==> src/rtl/cc_timer_pkg.sv <==
package cc_timer_pkg;
   typedef enum logic [1:0] {
      SEL_COUNT   = 2'd0,
      SEL_COMPARE = 2'd1,
      SEL_CTRL    = 2'd2,
      SEL_NONE    = 2'd3
   } cc_sel_e;

   localparam int CTL_DIS_BIT = 0;
   localparam int CTL_CID_BIT = 1;
endpackage

==> src/rtl/cc_prescale.sv <==
module cc_prescale #(
   parameter int DIV = 2
) (
   input  logic clk,
   input  logic rst_n,
   input  logic clr_i,
   input  logic en_i,
   output logic tick_o
);
   generate
      if (DIV < 1) begin : g_bad_div
         $error("cc_prescale: DIV must be at least 1");
      end
      if (DIV == 1) begin : g_direct
         logic unused_sig;
         assign unused_sig = clr_i ^ rst_n;
         assign tick_o = en_i;
      end else begin : g_divided
         localparam int PW = $clog2(DIV);
         localparam logic [PW-1:0] LAST = PW'(DIV - 1);
         logic [PW-1:0] phase_q;

         always_ff @(posedge clk or negedge rst_n) begin
            if (!rst_n)         phase_q <= '0;
            else if (clr_i)     phase_q <= '0;
            else if (en_i)      phase_q <= (phase_q == LAST) ? '0 : phase_q + 1'b1;
         end

         assign tick_o = en_i && (phase_q == LAST);

         AST_PHASE_HOLD: assert property (@(posedge clk) disable iff (!rst_n)
            (!en_i && !clr_i) |=> $stable(phase_q));
         AST_PHASE_CLEAR: assert property (@(posedge clk) disable iff (!rst_n)
            clr_i |=> (phase_q == '0));
      end
   endgenerate
endmodule

==> src/rtl/cc_count.sv <==
module cc_count #(
   parameter int W = 32
) (
   input  logic         clk,
   input  logic         rst_n,
   input  logic         wr_i,
   input  logic [W-1:0] wdata_i,
   input  logic         tick_i,
   output logic [W-1:0] count_o
);
   generate
      if (W < 2) begin : g_bad_w
         $error("cc_count: W must be at least 2");
      end
   endgenerate

   logic [W-1:0] count_q;

   always_ff @(posedge clk or negedge rst_n) begin
      if (!rst_n)        count_q <= '0;
      else if (wr_i)     count_q <= wdata_i;
      else if (tick_i)   count_q <= count_q + 1'b1;
   end

   assign count_o = count_q;

   AST_STEP_ONE: assert property (@(posedge clk) disable iff (!rst_n)
      !wr_i |=> (count_q == $past(count_q) || count_q == $past(count_q) + 1'b1));
   AST_LOAD: assert property (@(posedge clk) disable iff (!rst_n)
      wr_i |=> (count_q == $past(wdata_i)));
endmodule

==> src/rtl/cc_regs.sv <==
module cc_regs #(
   parameter int W = 32,
   parameter logic [W-1:0] CMP_RST = '1
) (
   input  logic         clk,
   input  logic         rst_n,
   input  logic         wr_cmp_i,
   input  logic         wr_ctl_i,
   input  logic [W-1:0] wdata_i,
   output logic [W-1:0] cmp_o,
   output logic         dis_o,
   output logic         cid_o
);
   import cc_timer_pkg::*;

   logic [W-1:0] cmp_q;
   logic         dis_q;
   logic         cid_q;

   always_ff @(posedge clk or negedge rst_n) begin
      if (!rst_n)          cmp_q <= CMP_RST;
      else if (wr_cmp_i)   cmp_q <= wdata_i;
   end

   always_ff @(posedge clk or negedge rst_n) begin
      if (!rst_n) begin
         dis_q <= 1'b0;
         cid_q <= 1'b0;
      end else if (wr_ctl_i) begin
         dis_q <= wdata_i[CTL_DIS_BIT];
         cid_q <= wdata_i[CTL_CID_BIT];
      end
   end

   assign cmp_o = cmp_q;
   assign dis_o = dis_q;
   assign cid_o = cid_q;

   AST_CMP_STABLE: assert property (@(posedge clk) disable iff (!rst_n)
      !wr_cmp_i |=> $stable(cmp_q));
   AST_CTL_STABLE: assert property (@(posedge clk) disable iff (!rst_n)
      !wr_ctl_i |=> ($stable(dis_q) && $stable(cid_q)));
endmodule

==> src/rtl/cc_irq_latch.sv <==
module cc_irq_latch #(
   parameter int W = 32
) (
   input  logic         clk,
   input  logic         rst_n,
   input  logic [W-1:0] count_i,
   input  logic [W-1:0] cmp_i,
   input  logic         clr_i,
   output logic         irq_o
);
   logic irq_q;
   logic hit;

   assign hit = (count_i == cmp_i);

   always_ff @(posedge clk or negedge rst_n) begin
      if (!rst_n)      irq_q <= 1'b0;
      else if (clr_i)  irq_q <= 1'b0;
      else if (hit)    irq_q <= 1'b1;
   end

   assign irq_o = irq_q;

   AST_IRQ_CLEAR: assert property (@(posedge clk) disable iff (!rst_n)
      clr_i |=> !irq_q);
   AST_IRQ_STICKY: assert property (@(posedge clk) disable iff (!rst_n)
      (irq_q && !clr_i) |=> irq_q);
   AST_IRQ_SET: assert property (@(posedge clk) disable iff (!rst_n)
      (hit && !clr_i) |=> irq_q);
   AST_IRQ_CAUSE: assert property (@(posedge clk) disable iff (!rst_n)
      $rose(irq_q) |-> $past(hit));
endmodule

==> src/rtl/cc_timer.sv <==
module cc_timer #(
   parameter int W = 32,
   parameter int DIV = 2,
   parameter logic [W-1:0] CMP_RST = '1
) (
   input  logic         clk,
   input  logic         rst_n,
   input  logic         dbg_mode_i,
   input  logic         wr_en_i,
   input  logic [1:0]   sel_i,
   input  logic [31:0]  wdata_i,
   output logic [31:0]  rdata_o,
   output logic         timer_irq_o
);
   import cc_timer_pkg::*;

   generate
      if (W != 32) begin : g_bad_w
         $error("cc_timer: port data width is fixed at 32");
      end
   endgenerate

   cc_sel_e sel;
   logic    wr_cnt, wr_cmp, wr_ctl;
   logic    dis, cid, run, tick;
   logic [W-1:0] count, cmp;

   assign sel    = cc_sel_e'(sel_i);
   assign wr_cnt = wr_en_i && (sel == SEL_COUNT);
   assign wr_cmp = wr_en_i && (sel == SEL_COMPARE);
   assign wr_ctl = wr_en_i && (sel == SEL_CTRL);

   cc_regs #(.W(W), .CMP_RST(CMP_RST)) u_regs (
      .clk      (clk),
      .rst_n    (rst_n),
      .wr_cmp_i (wr_cmp),
      .wr_ctl_i (wr_ctl),
      .wdata_i  (wdata_i),
      .cmp_o    (cmp),
      .dis_o    (dis),
      .cid_o    (cid)
   );

   assign run = !dis && (!dbg_mode_i || cid);

   cc_prescale #(.DIV(DIV)) u_pre (
      .clk    (clk),
      .rst_n  (rst_n),
      .clr_i  (wr_cnt),
      .en_i   (run),
      .tick_o (tick)
   );

   cc_count #(.W(W)) u_cnt (
      .clk     (clk),
      .rst_n   (rst_n),
      .wr_i    (wr_cnt),
      .wdata_i (wdata_i),
      .tick_i  (tick && !wr_cnt),
      .count_o (count)
   );

   cc_irq_latch #(.W(W)) u_irq (
      .clk     (clk),
      .rst_n   (rst_n),
      .count_i (count),
      .cmp_i   (cmp),
      .clr_i   (wr_cmp),
      .irq_o   (timer_irq_o)
   );

   always_comb begin
      rdata_o = '0;
      unique case (sel)
         SEL_COUNT:   rdata_o = count;
         SEL_COMPARE: rdata_o = cmp;
         SEL_CTRL: begin
            rdata_o[CTL_DIS_BIT] = dis;
            rdata_o[CTL_CID_BIT] = cid;
         end
         default:     rdata_o = '0;
      endcase
   end

   AST_DISABLE_HOLD: assert property (@(posedge clk) disable iff (!rst_n)
      (dis && !wr_cnt) |=> $stable(count));
   AST_DEBUG_FREEZE: assert property (@(posedge clk) disable iff (!rst_n)
      (dbg_mode_i && !cid && !wr_cnt) |=> $stable(count));
   AST_NO_DOUBLE_STEP: assert property (@(posedge clk) disable iff (!rst_n)
      (tick && !wr_cnt) |=> !tick);
   AST_NONE_READ: assert property (@(posedge clk) disable iff (!rst_n)
      (sel == SEL_NONE) |-> (rdata_o == '0));
endmodule

==> config.mk <==
export PLATFORM = sky130hd
export DESIGN_NAME = cc_timer
export DESIGN_NICKNAME = d
export VERILOG_FILES = /design/src/rtl/cc_timer_pkg.sv /design/src/rtl/cc_prescale.sv /design/src/rtl/cc_count.sv /design/src/rtl/cc_regs.sv /design/src/rtl/cc_irq_latch.sv /design/src/rtl/cc_timer.sv
export SDC_FILE = /design/constraint.sdc
export NUM_CORES = 1
export LEC_CHECK = 0
export BUFFER_PORTS_ARGS = -buffer_cell sky130_fd_sc_hd__buf_2
export CORE_MARGIN = 3
export CORE_UTILIZATION = 25
export DETAILED_ROUTE_END_ITERATION = 12
export HOLD_SLACK_MARGIN = 0.05
export PLACE_DENSITY = 0.45
export SLEW_MARGIN = 20
export SYNTH_ARGS = -nofsm -noshare
export SYNTH_HDL_FRONTEND = slang
export SYNTH_SLANG_ARGS = --single-unit
==> constraint.sdc <==
create_clock -name clk -period 1.5 [get_ports clk]
set_input_delay 0.075 -clock clk [delete_from_list [all_inputs] [get_ports clk]]
set_output_delay 0.075 -clock clk [all_outputs]
set_load 0.01 [all_outputs]
==> impl_metrics.toml, run 1 <==
[route]
avgViaCountPerCell = 4.508
ant_nets = 0
wl_per_cell_um = 16.13
dr.pass1.iters = 4
drt_iter0_markers = 109
drc = 0
vias = 3796
totalWireLength_mm = 13.58

[global_route]
grt_max_degree = 69
track_usage_pct = 14.95
grt_pass1_wl_mm = 21.20
grt_overflow_total = 0
grt_pass1_vias = 3973
antenna_found_initial = 0

[cells_and_area]
final_core_util_pct = 40.88
num_antenna_cells = 0
n_fill_cell = 1645
final_nets = 656
area_delta_synth_final_pct = 60.01
final_area_um2 = 6803
drive_gt1_share_pct = 52.57

[clocking]
htree_levels = 3
cts_buffers = 9
clk_root_buffer_cell = "clkbuf_16"
cts_tree = "done"
clk_pin_slew_worst_paths_ps = 50
clock_latency_ps = 340
clock_path_buffers = 2
cts_sinks = 68

[synth]
synth_fa_ha_area_share_pct = 0.2943
yosys.area_share.xor_xnor_pct = 12.98
yosys.area_share.simple_pct = 20.28
synth_cells = 421
synth_top_family_by_area = "simple AND/OR/NAND/NOR gates"
ys_warn_count = 0
yosys.area.top_type_share_pct = 21.19
async_reset_ff_share_pct = 100.0
synth_seq_cells = 68
synth_top_area_cell = "dfrtp_1"
syn_area_um2 = 4252
synth-edff-count = 0
ys.flop_type = "dfrtp_1"
synthTopCellsByCount = "xnor2_1 (61), nand2_1 (45), dfrtp_1 (36), mux2_2 (36), nor2_1 (36)"
synth_cell_types = 37
synth_seq_area_share_pct = 40.97
synth_compound_area_share_pct = 4.179
synthMostInstantiatedCell = "xnor2_1"
synthMuxAreaShare_pct = 17.54
syn_area_per_cell_um2 = 10.10
synth_nets = 460
synthTopCellsByArea = "dfrtp_1 (21%), dfstp_2 (20%), xnor2_1 (13%), mux2_2 (9.5%), mux2i_1 (8.0%)"

[setup_path]
worstPathArrival_ps = 1870
r2r_start = "u_regs.dis_o"
startpoint_type = "register"
worst_setup_path_end_kind = "register"
worstSetupPathType = "register to register"
critPathRequiredTime_ps = 1720
rr_worst_depth = 6
worst-path-max-fanout = 6
rr_endpoint = "u_cnt.count_o[25]"
r2r_setup_slack_ps = -150

[min_path]
hp-start = "sel_i[1]"
min_delay_path_depth = 3
hold_class = "input port to register"
whs_endpoint = "u_irq.irq_o"

[die]
die_y_um = 136.4
dieWidth_um = 136.4
die_area_um2 = 18610
coreArea_um2 = 16640
start_util_pct = 25.55
num_rows = 47
pin_count = 71

[sta]
timing.fmax_mhz = 607.1
rsz0062_at_grt = "true"
hold_viol = 0
tightest_slew_ps = 427.4
max_slew_margin_pct = 71.51
period_needed_ps = 1647
setup_violations = 26
fin_skew_ps = 8.612
finalSetupTns_ps = -2306
drv_slew = 0
fin_crit_sh_pct = 109.8
final.setup.worst_slack_ps = -147.1

[power]
leakage_nw = 3.102
ir_drop_uv = 622.1
power_mw = 7.922
power_density_nw_per_um2 = 1164

[placed_design]
dp_hpwl_mm = 9.551
pre_cts_ws_ps = -348.1
dpl-instance-area_um2 = 5503
gp_congestion = 0.7748
port_buffers = 70

[status]
status = "finished, violations left"
violations = "setup timing"

[job]
drv_cap = 0
worst max-delay path, cell delays in order (launching register included):
cell and delay [ps]:
dfrtp_1 370, and2b_2 260, nand4_4 170, buf_4 200
nor4_4 150, xor2_1 110, mux2_4 270
flip-flops by register name (all words and copies together), names as in the netlist:
| register | cells |
|---|---|
| u_cnt.count_o | 32 |
| u_regs.cmp_o | 32 |
| u_irq.irq_o | 1 |
| u_pre.g_divided.phase_q | 1 |
| u_regs.cid_o | 1 |
| u_regs.dis_o | 1 |
what timing repair did:
action                                  CTS  global route
gates cloned                              1             0
pin swaps                                18            32
hold endpoints to repair                103             0
setup buffers                             8            15
hold buffers                             34             0
resized for setup                        43            56
endpoints found under the setup margin   27            30
cell type report:
| type | count | area [um^2] | share of cell area, % |
|---|---|---|---|
| clock buffers | 11 | 242.7 | 3.568 |
| clock inverters | 5 | 75.07 | 1.104 |
| inverters | 3 | 11.26 | 0.1655 |
| multi-input cells | 320 | 2773 | 40.76 |
| flip-flops and latches | 68 | 1750 | 25.73 |
| well taps | 220 | 275.3 | 4.046 |
| repair buffers | 215 | 1675 | 24.63 |
stage by stage:
step                      cells  hold WS (ps)
after global routing        842         149.7
after global placement      771         133.7
after detailed placement    771         133.1
after floorplan             421        -220.6
after CTS                   829         98.18
final                       842         103.7
placed cells by master, fill, tap and decap left out, types with 4 or more instances in the layout:
master	count
xnor2_2	6
mux2i_1	32
nor2_1	31
xnor2_1	54
dfrtp_1	29
clkbuf_16	9
nand4_1	13
dfstp_2	32
nand2_1	45
mux2_2	35
o21ai_0	7
buf_4	88
dlygate4sd3_1	34
buf_6	15
buf_12	7
o21ai_1	25
nor4_4	15
nand3_1	8
nor2_4	4
nor3_4	8
dfrtp_2	7
buf_2	70
layer usage:
layer / up-vias / track usage, % / share of wire (%)
met5: - / 0 / 0
met4: 0 / 3.527 / 0.95
met3: 8 / 3.553 / 4.2
met2: 82 / 25.26 / 50
met1: 1851 / 19.33 / 45
li1: 1855 / - / -
power breakdown:
| part | switching [mW] | internal (mW) |
|---|---|---|
| clock network | 0.802 | 1.49 |
| registers | 0.365 | 2.34 |
| logic | 1.32 | 1.60 |
| total | 2.49 | 5.43 |
kinds of logic (layout without fill, tap and decap cells):
kind of cell    count (synthesis)  in the layout
mux                            70             70
fa+ha+maj                       1              1
xor+xnor                       63             63
flops                          68             68
buf+inv                        34            234
simple gates                  150            151
compound gates                 35             35
how the worst max path moves through the flow:
stage	startpoint	endpoint	slack (ps)
floorplan	u_cnt.count_o[3]	u_cnt.count_o[25]	-80
global placement	u_cnt.count_o[13]	u_irq.irq_o	-400
detailed placement	u_cnt.count_o[13]	u_irq.irq_o	-350
CTS	u_cnt.count_o[11]	u_irq.irq_o	-130
global route	u_regs.cmp_o[4]	u_irq.irq_o	-270
finish	u_regs.dis_o	u_cnt.count_o[25]	-150
(Power assumes the default switching activity.)
==> inputs of run 2 (changes only) <==
--- a/config.mk
+++ b/config.mk
@@ -15,3 +15,4 @@
 export SYNTH_ARGS = -nofsm -noshare
 export SYNTH_HDL_FRONTEND = slang
 export SYNTH_SLANG_ARGS = --single-unit
+export TNS_END_PERCENT = 30
==> run 2 against run 1 <==
The run still ends with setup timing left. First-iteration DRC count grew 9.2%. Fmax fell by 1.6%. Critical path depth did not move. Sequential power about the same. Largest cell class unchanged. Highest routed layer unchanged.
==> impl_metrics.toml, run 2 (synthesis gave the netlist of run 1 again) <==
[global_route]
grt_pass1_vias = 4010
grt_pass1_wl_mm = 21.61
grt_max_degree = 69
track_usage_pct = 15.10
grt_overflow_total = 0
antenna_found_initial = 0

[cells_and_area]
area_delta_synth_final_pct = 52.50
final_nets = 649
final_area_um2 = 6484
drive_gt1_share_pct = 49.59
final_cell_mix = "buf_4 (94), buf_2 (70), xnor2_1 (57)"
layout_commonest_cell = "buf_4"
num_antenna_cells = 0

[sta]
fin_crit_sh_pct = 111.6
max_slew_margin_pct = 74.10
tightest_slew_ps = 388.6
setup_violations = 29
final.setup.worst_slack_ps = -173.9
fin_skew_ps = 4.838
period_needed_ps = 1674
timing.fmax_mhz = 597.4
rsz0062_at_grt = "true"
finalSetupTns_ps = -3486
drv_slew = 0
hold_viol = 0

[min_path]
whs_endpoint = "u_irq.irq_o"
hp-start = "sel_i[1]"
min_delay_path_depth = 3
hold_class = "input port to register"

[die]
die_area_um2 = 18610
start_util_pct = 25.55
die_y_um = 136.4
num_rows = 47
coreArea_um2 = 16640
pin_count = 71
dieWidth_um = 136.4

[setup_path]
worstPathArrival_ps = 1900
critical_path_buf_inv_count = 1
rr_worst_depth = 6
r2r_start = "u_regs.dis_o"
rr_endpoint = "u_cnt.count_o[29]"
cp_cell_sequence = "and2b_4 -> nand4_4 -> buf_4 -> nor4_2 -> xnor2_1 -> o21ai_1"
critPathRequiredTime_ps = 1730
critPathMaxStageDelay_ps = 370
worst-path-max-fanout = 7
critical_path.top_delay_family = "simple AND/OR/NAND/NOR gates"
startpoint_type = "register"
slowest_stage = "dfrtp_1"
critical_path.startpoint = "u_regs.dis_o"
worstSetupPathType = "register to register"
worst_setup_path_end_kind = "register"
r2r_setup_slack_ps = -170

[route]
dr.pass1.iters = 4
ant_nets = 0
vias = 3812
drc = 0
totalWireLength_mm = 13.34
wl_per_cell_um = 15.97
avgViaCountPerCell = 4.565
drt_iter0_markers = 119

[clocking]
clock_latency_ps = 340
clk_root_buffer_cell = "clkbuf_16"
cts_sinks = 68
clock_path_buffers = 2
cts_tree = "done"
cts_buffers = 9
clk_pin_slew_worst_paths_ps = 50
htree_levels = 3

[placed_design]
gp_congestion = 0.7816
dp_hpwl_mm = 9.641
port_buffers = 70
dpl-instance-area_um2 = 5488

[power]
power_density_nw_per_um2 = 1148
power_mw = 7.441
ir_drop_uv = 496.5
leakage_nw = 2.866

[status]
status = "finished, violations left"
violations = "setup timing"

[job]
drv_cap = 0
## run 2: changes by cell type in the layout (fill, tap and decap cells not counted), sizes merged
cell	delta
clkinv	-1
nand4	-1
clkbuf	+3
nand3	+1
bufinv	-2
buf	-7
## run 2: area by class of cell
type	instances	area, um^2
Clock buffer	14	254.0
Clock inverter	2	10.01
Fill cell	1697	10160
Inverter	3	11.26
Multi-Input combinational cell	320	2634
Sequential cell	68	1747
Tap cell	220	275.3
Timing Repair Buffer	208	1553
## run 2: what timing repair did
item / CTS / global route
setup buffers: 7 / 6
hold endpoints to repair: 103 / 0
pin swaps: 18 / 11
gates cloned: 1 / 0
endpoints found under the setup margin: 30 / 38
hold buffers: 34 / 0
gates resized for setup: 39 / 18
## run 2: worst register-to-register path: stages (launching register included)
cell     delay, ps
dfrtp_1        370
and2b_4        280
nand4_4        180
buf_4          200
nor4_2         300
xnor2_1        160
o21ai_1         70
## run 2: how the worst max path moves through the flow
stage                              endpoint  slack (ps)  cells past startpoint
after floorplan           u_cnt.count_o[25]         -90                      5
after global placement          u_irq.irq_o        -390                      6
after detailed placement        u_irq.irq_o        -370                      6
after CTS                 u_cnt.count_o[21]        -200                      6
after global routing      u_cnt.count_o[19]        -260                      6
final                     u_cnt.count_o[29]        -170                      6
## run 2: power by group
part           internal, mW  total (mW)  switching (mW)
Combinational          1.51        2.78            1.28
Sequential             2.34        2.72           0.384
Clock                  1.16        1.94           0.780
Total                  5.00        7.44            2.44
## run 2: routing by layer
| layer | wire length (um) | GRT usage [%] |
|---|---|---|
| met2 | 6333 | 24.52 |
| met1 | 6208 | 20.08 |
| met3 | 576 | 2.961 |
| met4 | 216 | 5.207 |
| met5 | 0 | 0 |
## run 2: stage by stage
stage,hold WS [ps],setup slack [ps],util [%],cells
global route,181.5,-258.1,38.96,835
global placement,134.5,-388.7,32.98,772
floorplan,-220.6,-85.32,-,421
CTS,130.6,-196.7,38.37,830
finish,139.2,-173.9,38.96,835
detailed placement,137.8,-373.0,32.98,772
==> inputs of run 3 (changes only) <==
--- a/config.mk
+++ b/config.mk
@@ -11,6 +11,7 @@
 export DETAILED_ROUTE_END_ITERATION = 12
 export HOLD_SLACK_MARGIN = 0.05
 export PLACE_DENSITY = 0.45
+export SETUP_SLACK_MARGIN = 0.05
 export SLEW_MARGIN = 20
 export SYNTH_ARGS = -nofsm -noshare
 export SYNTH_HDL_FRONTEND = slang
==> run 3 against run 2 <==
Final area increased by 2.7%. Critical path type unchanged. Sequential cell count unchanged. Largest cell class unchanged. Global-route usage barely moved. Fmax down 1.8%. The flow still finishes with violations (setup timing). Combinational power hardly changed. Total power is 0.17% lower.
==> impl_metrics.toml, run 3 (synthesis gave the netlist of run 1 again) <==
[sta]
final.setup.worst_slack_ps = -204.0
tightest_slew_ps = 396.7
fin_skew_ps = 11.01
period_needed_ps = 1704
drv_slew = 0
fin_crit_sh_pct = 113.6
timing.fmax_mhz = 586.9
setup_violations = 29
hold_ws_ps = 143.4
rsz0062_at_grt = "true"
hold_viol = 0
max_slew_margin_pct = 73.55

[power]
internal-power_mw = 4.967
pwr-share-comb_pct = 37.8
ir_drop_uv = 489.1
power_frac_seq_pct = 36.3
p_sw_mw = 2.461
power_mw = 7.428
p_clk_share_pct = 25.9
swShare_pct = 33.13
power_density_nw_per_um2 = 1116
leakage_nw = 3.017

[clocking]
cts_buffers = 9
cts_tree = "done"
clock_latency_ps = 350
clk_root_buffer_cell = "clkbuf_16"
clock_path_buffers = 2
clk_pin_slew_worst_paths_ps = 60
htree_levels = 3
cts_sinks = 68

[global_route]
met1_usage_pct = 20.27
grt_max_degree = 69
grt_pass1_wl_mm = 21.55
antenna_found_initial = 0
grt_overflow_total = 0
track_usage_pct = 15.10
globalRoute.busiestLayer = "met2"
grt_pass1_vias = 4004
grtUsageMet2_pct = 24.24
use_met3_pct = 2.665

[die]
num_rows = 47
die_y_um = 136.4
die_area_um2 = 18610
dieWidth_um = 136.4
coreArea_um2 = 16640
pin_count = 71
start_util_pct = 25.55

[route]
drt_iter0_markers = 110
avgViaCountPerCell = 4.570
vias = 3848
totalWireLength_mm = 13.48
dr.pass1.iters = 4
wl_per_cell_um = 16.00
ant_nets = 0
drc = 0

[setup_path]
critPathMaxStageDelay_ps = 370
cp_cell_sequence = "and2b_2 -> nand4_4 -> nor4_4 -> buf_4 -> xnor2_2 -> o21ai_1"
slowest_stage = "dfrtp_1"
worst_setup_path_end_kind = "register"
critical_path.startpoint = "u_regs.dis_o"
worst-path-max-fanout = 7
r2r_setup_slack_ps = -200
startpoint_type = "register"
worstSetupPathType = "register to register"
r2r_start = "u_regs.dis_o"
critical_path_buf_inv_count = 1
critical_path.top_delay_family = "simple AND/OR/NAND/NOR gates"
worstPathArrival_ps = 1940
critPathRequiredTime_ps = 1730

[cells_and_area]
final_core_util_pct = 40.00
final_nets = 656
seqCellArea_um2 = 1745
drive_gt1_share_pct = 51.29
multiInputGateArea_um2 = 2700
area_delta_synth_final_pct = 56.59
num_antenna_cells = 0
n_fill_cell = 1672
final_cell_mix = "buf_4 (89), buf_2 (70), xnor2_1 (55)"
layout_commonest_cell = "buf_4"
final_area_um2 = 6658

[placed_design]
dpl-instance-area_um2 = 5503
gp_congestion = 0.7810
pre_cts_ws_ps = -354.2
dp_hpwl_mm = 9.672
port_buffers = 70

[status]
status = "finished, violations left"
violations = "setup timing"

[min_path]
hold_class = "input port to register"
hp-start = "sel_i[1]"

[job]
drv_cap = 0
-- run 3: area by class of cell --
class	instances	share of cell area (%)
clock buffers	13	3.608
inverters	3	0.1691
well taps	220	4.135
repair buffers	216	25.09
clock inverters	3	0.2255
flip-flops and latches	68	26.22
multi-input cells	319	40.56
-- run 3: final timing paths --
path	to	depth (start not counted)
max	u_cnt.count_o[19]	6
max reg2reg	u_cnt.count_o[19]	6
max in group asynchronous	u_regs.cmp_o[25]	3
min	u_irq.irq_o	3
min in group asynchronous	u_cnt.count_o[10]	3
min reg2reg	u_regs.cid_o	1
-- run 3: worst reg2reg max path, cell delays in order, from the launching register on --
cell	delay (ps)
dfrtp_1	370
and2b_2	270
nand4_4	240
nor4_4	360
buf_4	190
xnor2_2	100
o21ai_1	80
-- run 3: per-stage QoR --
step	instances	TNS, ps
6_report	842	-3356
5_1_grt	842	-6073
4_1_cts	831	-3262
3_5_place_dp	774	-5378
3_3_place_gp	774	-4236
2_1_floorplan	421	-667.1
-- run 3: what timing repair did --
action	4_1_cts	5_1_grt
hold endpoints to repair	103	0
hold buffers	34	0
pin swaps	19	31
buffers inserted	7	12
setup endpoints to repair	33	43
gates resized for setup	40	41
-- run 3: power groups by stage --
stage / Sequential [mW] / Clock, mW / Combinational (mW)
floorplan: 2.68 / 0 / 1.28
finish: 2.70 / 1.92 / 2.81
detailed placement: 2.70 / 0 / 2.47
global placement: 2.69 / 0 / 2.45
CTS: 2.69 / 1.97 / 2.67
global route: 2.76 / 2.05 / 3.04
-- run 3: metal layers --
metal / vias up / routed length, um
li1: 1858 / -
met1: 1901 / 6225
met2: 77 / 6516
met3: 12 / 503
met4: 0 / 229
met5: - / 0
